<file path="src/rtl/quiz_pkg.sv">
// quiz_pkg: shared sizes and the digit-to-segment function for the
// quiz lockout controller. Assumes at most 15 contestants so that a
// number fits the 4-bit display digit.
package quiz_pkg;

    localparam int unsigned NUM_PLAYERS = 8;
    localparam int unsigned NUM_W       = $clog2(NUM_PLAYERS + 1);
    localparam int unsigned SEG_W       = 7;

    // Segment pattern {g,f,e,d,c,b,a}, active high; blank outside 0..9.
    function automatic logic [SEG_W-1:0] digit_to_seg(input logic [3:0] d);
        logic [SEG_W-1:0] s;
        case (d)
            4'd0:    s = 7'h3F;
            4'd1:    s = 7'h06;
            4'd2:    s = 7'h5B;
            4'd3:    s = 7'h4F;
            4'd4:    s = 7'h66;
            4'd5:    s = 7'h6D;
            4'd6:    s = 7'h7D;
            4'd7:    s = 7'h07;
            4'd8:    s = 7'h7F;
            4'd9:    s = 7'h6F;
            default: s = 7'h00;
        endcase
        return s;
    endfunction

endpackage

</file>
<file path="src/rtl/quiz_sync.sv">
// quiz_sync: two-flop synchroniser per bit for asynchronous button lines.
// Assumes the inputs idle high; the reset value is therefore all ones
// (no press), so a reset never produces a phantom press.
module quiz_sync #(
    parameter int unsigned WIDTH = 8
) (
    input  logic             clk,
    input  logic             rst_n,
    input  logic [WIDTH-1:0] async_in,
    output logic [WIDTH-1:0] sync_out
);

    logic [WIDTH-1:0] meta_q;
    logic [WIDTH-1:0] stable_q;

    // Two-stage capture of the raw lines, reset to the idle level.
    always_ff @(posedge clk) begin
        if (!rst_n) begin
            meta_q   <= '1;
            stable_q <= '1;
        end else begin
            meta_q   <= async_in;
            stable_q <= meta_q;
        end
    end

    assign sync_out = stable_q;

endmodule

</file>
<file path="src/rtl/quiz_prio.sv">
// quiz_prio: turns a vector of active-high press requests into the
// number of the highest requesting contestant (bit i -> number i+1),
// or 0 when no request is present. Purely combinational.
module quiz_prio #(
    parameter int unsigned WIDTH = 8,
    parameter int unsigned OUT_W = $clog2(WIDTH + 1)
) (
    input  logic [WIDTH-1:0] req,
    output logic [OUT_W-1:0] num,
    output logic             any
);

    // Scan upward so that the highest set bit is the last one written.
    always_comb begin
        num = '0;
        for (int i = 0; i < int'(WIDTH); i++) begin
            if (req[i]) num = OUT_W'(i + 1);
        end
    end

    // Any-request flag, formed independently of the encoder.
    assign any = |req;

    // a reported number always belongs to a requesting line that has
    // no higher requesting neighbour.
    always_comb begin
        if (any) begin
            a_prio_top_r4: assert (num != '0 && req[num-1] &&
                                   ((req >> num) == '0))
                else $error("priority encoder picked a non-top request");
        end
    end

endmodule

</file>
<file path="src/rtl/quiz_seg7.sv">
// quiz_seg7: registered-free decoder from the held contestant number to
// an active-high seven-segment pattern ordered {g,f,e,d,c,b,a}.
// Assumes the number never exceeds 9; other codes blank the display.
module quiz_seg7 #(
    parameter int unsigned IN_W = 4
) (
    input  logic [IN_W-1:0]            digit,
    output logic [quiz_pkg::SEG_W-1:0] seg
);

    // Widen to the display digit and look up the pattern.
    always_comb begin
        seg = quiz_pkg::digit_to_seg(4'(digit));
    end

endmodule

</file>
<file path="src/rtl/quiz_lockout.sv">
// quiz_lockout: first-responder arbitration for a quiz round. Button
// lines are synchronised, resolved by priority in one cycle, and the
// first non-empty sample is captured and locked until rst_n (a
// synchronous active-low reset) ends the round. Reset beats a capture.
module quiz_lockout
    import quiz_pkg::*;
#(
    parameter int unsigned PLAYERS = NUM_PLAYERS,
    parameter int unsigned WIN_W   = $clog2(PLAYERS + 1)
) (
    input  logic               clk,
    input  logic               rst_n,
    input  logic [PLAYERS-1:0] btn_n,
    output logic [WIN_W-1:0]   winner,
    output logic [SEG_W-1:0]   seg,
    output logic               buzzer,
    output logic               locked
);

    logic [PLAYERS-1:0] btn_sync_n;
    logic [PLAYERS-1:0] press_req;
    logic [WIN_W-1:0]   top_num;
    logic               any_press;
    logic               capture;
    logic [WIN_W-1:0]   winner_q;
    logic               locked_q;
    logic               buzzer_q;

    quiz_sync #(.WIDTH(PLAYERS)) u_sync (
        .clk      (clk),
        .rst_n    (rst_n),
        .async_in (btn_n),
        .sync_out (btn_sync_n)
    );

    // Convert the active-low synchronised lines into press requests.
    assign press_req = ~btn_sync_n;

    quiz_prio #(.WIDTH(PLAYERS), .OUT_W(WIN_W)) u_prio (
        .req (press_req),
        .num (top_num),
        .any (any_press)
    );

    // A capture happens only while armed and only if someone pressed.
    assign capture = any_press && !locked_q;

    // Hold the winning number; written only on the capture cycle.
    always_ff @(posedge clk) begin
        if (!rst_n)       winner_q <= '0;
        else if (capture) winner_q <= top_num;
    end

    // Lock flag: set by a capture, cleared only by the round reset.
    always_ff @(posedge clk) begin
        if (!rst_n)       locked_q <= 1'b0;
        else if (capture) locked_q <= 1'b1;
    end

    // Buzzer enable, kept in its own flop so it can be driven separately.
    always_ff @(posedge clk) begin
        if (!rst_n)       buzzer_q <= 1'b0;
        else if (any_press) buzzer_q <= 1'b1;
    end

    quiz_seg7 #(.IN_W(WIN_W)) u_seg (
        .digit (winner_q),
        .seg   (seg)
    );

    assign winner = winner_q;
    assign locked = locked_q;
    assign buzzer = buzzer_q;

    // one cycle after a reset edge the block is unlocked and blank.
    p_reset_clear_r1: assert property (@(posedge clk)
        !rst_n |=> (winner_q == '0 && !locked_q && !buzzer_q));

    // once locked, the lock and the number persist until reset.
    p_lock_hold_r5: assert property (@(posedge clk) disable iff (!rst_n)
        locked_q |=> (locked_q && $stable(winner_q)));

    // the buzzer follows the lock in every cycle.
    p_buzz_lock_r6: assert property (@(posedge clk) disable iff (!rst_n)
        buzzer_q == locked_q);

    // locked exactly when a non-zero number is held.
    p_lock_num_r9: assert property (@(posedge clk) disable iff (!rst_n)
        locked_q == (winner_q != '0));

    // the number moves only on the rising edge of the lock.
    p_num_change_r10: assert property (@(posedge clk) disable iff (!rst_n)
        ($past(rst_n) && winner_q != $past(winner_q)) |-> $rose(locked_q));

    // the held number is always a valid contestant number or 0.
    p_num_range_r3: assert property (@(posedge clk) disable iff (!rst_n)
        winner_q <= WIN_W'(PLAYERS));

endmodule

</file>
<file path="config.mk">
export PLATFORM = sky130hd
export DESIGN_NAME = quiz_lockout
export DESIGN_NICKNAME = d
export VERILOG_FILES = /design/src/rtl/quiz_pkg.sv /design/src/rtl/quiz_sync.sv /design/src/rtl/quiz_prio.sv /design/src/rtl/quiz_seg7.sv /design/src/rtl/quiz_lockout.sv
export SDC_FILE = /design/constraint.sdc
export NUM_CORES = 1
export LEC_CHECK = 0
export BUFFER_PORTS_ARGS = -buffer_cell sky130_fd_sc_hd__buf_2
export CAP_MARGIN = 5
export CELL_PAD_IN_SITES_DETAIL_PLACEMENT = 0
export CELL_PAD_IN_SITES_GLOBAL_PLACEMENT = 2
export CORE_UTILIZATION = 35
export DETAILED_ROUTE_END_ITERATION = 12
export GPL_TIMING_DRIVEN = 0
export PLACE_DENSITY_LB_ADDON = 0.1
export SYNTH_ARGS = -nofsm -noshare
export SYNTH_HDL_FRONTEND = slang
export SYNTH_SLANG_ARGS = --single-unit
</file>
<file path="constraint.sdc">
create_clock -name clk -period 5.05 [get_ports clk]
set_clock_uncertainty 0.15 [all_clocks]
set_input_delay 1.01 -clock clk [delete_from_list [all_inputs] [get_ports clk]]
set_output_delay 1.01 -clock clk [all_outputs]
set_load 0.005 [all_outputs]
</file>
; ---- Yosys cells after proc, flatten, opt, wreduce, memory -nomap -nowiden
; Memories as Yosys holds them, arrays and structs flattened. A register that Yosys moved wholly into a read port is not among the register bits.
; Cells that the tools add are included.
[word_totals]
in_bits = 10
n_memories = 1
romBits = 112
reg_bits = 22
[memory_table]
columns = name, depth, width, rd, rd_clocked_by_memory_dff, wr, line_no
row1 = (no name shown), 16, 7, 1, 1, 0, quiz_pkg.sv:13  ; case (d)
[classes]
muxes = 10
bitwise = 1
reduce_logical = 3
[op_table]
columns = cell, n
row1 = $mux 3, 4
row2 = $mux 4, 3
row3 = $not 8->8, 1
row4 = $reduce_or 8->1, 1
row5 = $mux 2, 2
row6 = $logic_and 1x1->1, 1
row7 = $logic_not 1->1, 1
row8 = $mux 1, 1

; ---- Depth between registers and ports, before layout
[depth]
word_depth = 11
ltp_mapped = 10
ltp_nobuf = 10

; ---- Modules after synthesis
; From an unflattened synthesis, not the netlist that was laid out.
[unflattened]
cells_unflattened = 105
area_unflattened_um2 = 963.4
[modules_own_cells]
columns = module, instances, area_each_um2, cells_each
row1 = quiz_sync, 1, 431.7, 33
row2 = quiz_lockout, 1, 251.5, 31
row3 = quiz_seg7, 1, 201.4, 26
row4 = quiz_prio, 1, 78.8, 15

; ---- Worst setup path after synthesis
; Ideal clock, no wire load.
[synth_timing]
kind = in2reg
startpoint = input port rst_n
endpoint = register, netlist name u_seg.seg[3]
stages = 6
arrival_time_ns = 2.200
path_slack_ns = 2.631
path_cell_list = clkbuf_1 and2_1 inv_1 ha_1 mux2_1 o21ai_1
[synth_between]
elab_chain_cells = 1
[synth_lines]
columns = item, line_no
row1 = from (decl), quiz_lockout.sv:12  ; input logic rst_n,
row2 = $mux 4 (no line), -
; No other way between the ends.
; A chain may end at the register's enable or synchronous reset.

; ---- Worst setup path after layout
[layout_timing]
startpoint = input port rst_n
endpoint = register, netlist name u_seg.seg[3]
[layout_between]
elab_chain_cells = 1
[layout_lines]
columns = item
row1 = $mux 4 (no line)
; No other way between the ends.

==> results.toml <==
[place]
dpl_cell_area_mm2 = 0.001304
place_congestion = 0.7666
dp_hpwl_um = 1394
dpl.cell_count = 173
port_buffers = 22

[pwr]
total_leakage_power_nw = 0.6099
powerDensity_mw_per_mm2 = 351.7
finalPower_mw = 0.4766
max-vdd-ir-drop_mv = 0.1435

[setup_path]
r2r_end = "u_seg.seg[3]"
r2r_setup_slack_ns = 2.66
crit_type = "primary input to register"
cp.required_ns = 5.15
worstSetupStartpointType = "primary input"
r2r_cells = 8
critPathArrivalTime_ns = 2.70
setup.worst_path.end = "u_seg.seg[3]"
cp-end-kind = "register"
worstPathMaxFanout = 10
r2r-start = "locked"
crit_path_start = "rst_n"

[finish]
nNetsFinal = 152
mostFrequentLayoutCells = "dfxtp_1, buf_2, nand2b_1"
n_antenna_cell = 0
final_area_mm2 = 0.001355
syn_to_final_growth_pct = 19.01
final_common_cell = "dfxtp_1"
final_cells = 181
drive_gt1_share_pct = 29.93

[cts]
post_cts_buffers = 0
path_clk_slew_ns = 0.08
cts_resized = 0
cts_buffer_depth = 2
htreeDepth = 2
cts_hold_buf = 0
cts.sinks = 29
tritoncts = "built"
insertion_delay_ns = 0.31
clockRootBuffer = "clkbuf_4"
cts_buffers = 5

[routing]
highest_layer = "met4"
firstDrtPassIters = 4
drtIter0Drc = 18
wl_met3_um = 79
totalWireLength_um = 1939
drcViolationCount = 0
wirelength_met1_um = 1034
wl_met2_um = 792
viasPerCell = 4.448
post_drt_wl_per_cell_um = 10.71
ant_nets = 0
vias = 805

[sta]
setup-tns-final_ns = 0
setup_violations = 0
fin_crit_ns = 2.600
drv_slew = 0
rsz0062_at_grt = "false"
finalHoldViolations = 0
slew_headroom_pct = 60.09
worstMarginPinSlew_ns = 0.5924
finalCritPeriodShare_pct = 51.49
clock.fmax_mhz = 384.6

[global_route]
grt_pass1_vias = 744
grt_pass1_wl_um = 3305
grt_util_all_layers_pct = 13.30
grt_overflow = 0
grt_max_degree = 11
antenna_found_initial = 0

[yosys]
postSynthCellCount = 107
ys_seq_area_share_pct = 50.99
syn_nets = 123
synth_top_area_share_pct = 50.99
synthesis.area_mm2 = 0.001139
syn_area_per_cell_um2 = 10.64
yosysTopAreaCell = "dfxtp_1"
synth-edff-count = 0
synth_cell_types = 34
synth_ff_type = "dfxtp_1"
yosys_warnings = 0
async_reset_ff_share_pct = 0
ys_ff_latch = 29
synth.area.top_cells = "dfxtp_1, nand2b_1, ha_1, o32ai_4, o21ai_0"

[die]
die_h_um = 59.04
io_pins = 23
rows = 20
dieArea_mm2 = 0.003485
initial_core_util_pct = 36.99
fp.dieW_um = 59.04
core_mm2 = 0.003078

[hold_path]
worst_hold_startpoint = "u_sync.meta_q[5]"
hold_path_class = "register to register"

[status]
status = "finished, final reports clean"

[flow_run]
maxCapViolations = 0
## worst max-delay path, cell delays in order
cell and delay (ns):
buf_2 0.21, clkbuf_1 0.40, and2_1 0.28, inv_1 0.10, ha_1 0.30, mux2_1 0.29
o21ai_1 0.12
## cells in the mapped netlist, types with 3 or more instances
cell type	number
nand2b_1	16
inv_1	5
nand2_1	4
o21ai_0	5
nor2_1	5
ha_1	6
dfxtp_1	29
a31oi_1	3
o21a_1	3
## routing by layer
metal  GRT usage, %  vias to the layer above
met5              0                        -
met3          4.585                        5
li1               -                      426
met4          8.844                        0
met1          16.49                      352
met2          19.48                       22
## kinds of logic (layout without fill, tap and decap cells)
family                   after synthesis  after routing  synth area share [%]
AND/OR/NAND/NOR                       38             38                 21.98
AO/OA/AOI/OAI                         22             22                 14.73
buffers and inverters                  9             39                 2.968
flip-flops                            29             29                 50.99
multiplexers                           2              2                 1.978
XOR/XNOR                               1              1                0.7694
adder cells (fa/ha/maj)                6              6                 6.593
## sequential cells by signal, summed over array words and instances, names as in the netlist
name / cells
u_seg.seg: 7
winner: 4
buzzer: 1
u_sync.meta_q: 8
locked: 1
u_sync.sync_out: 8
## final cells by class
type | count | area [um^2]
repair buffers | 22 | 110.1
inverters | 7 | 26.28
multi-input cells | 69 | 524.3
flip-flops and latches | 29 | 580.6
well taps | 44 | 55.05
fillers | 336 | 1723
plain buffers | 2 | 7.507
clock inverters | 2 | 10.01
clock buffers | 6 | 41.29
## worst min path at each step
stage	end	slack [ns]	cells past startpoint
2_1_floorplan	u_sync.sync_out[0]	0.24	1
3_3_place_gp	u_sync.sync_out[4]	0.24	1
3_5_place_dp	u_sync.sync_out[5]	0.25	1
4_1_cts	u_sync.sync_out[5]	0.27	1
5_1_grt	u_sync.sync_out[0]	0.29	1
6_report	u_sync.sync_out[5]	0.26	1
## stage by stage
| stage | hold WS [ns] | setup WS (ns) | util [%] |
|---|---|---|---|
| final | 0.2643 | 2.450 | 44.02 |
| after global routing | 0.2909 | 2.272 | 44.02 |
| after CTS | 0.2662 | 2.426 | 44.02 |
| after detailed placement | 0.2456 | 2.096 | 42.36 |
| after global placement | 0.2438 | 2.114 | 42.36 |
| after floorplan | 0.2363 | 2.631 | - |
## where the power goes
part           total (mW)  internal (mW)  switching (mW)  leakage (nW)
combinational      0.0878         0.0432          0.0446         0.337
clock               0.128         0.0529          0.0754        0.0320
sequential          0.260          0.251         0.00972         0.241
total               0.477          0.347           0.130         0.610
(Power assumes the default switching activity.)
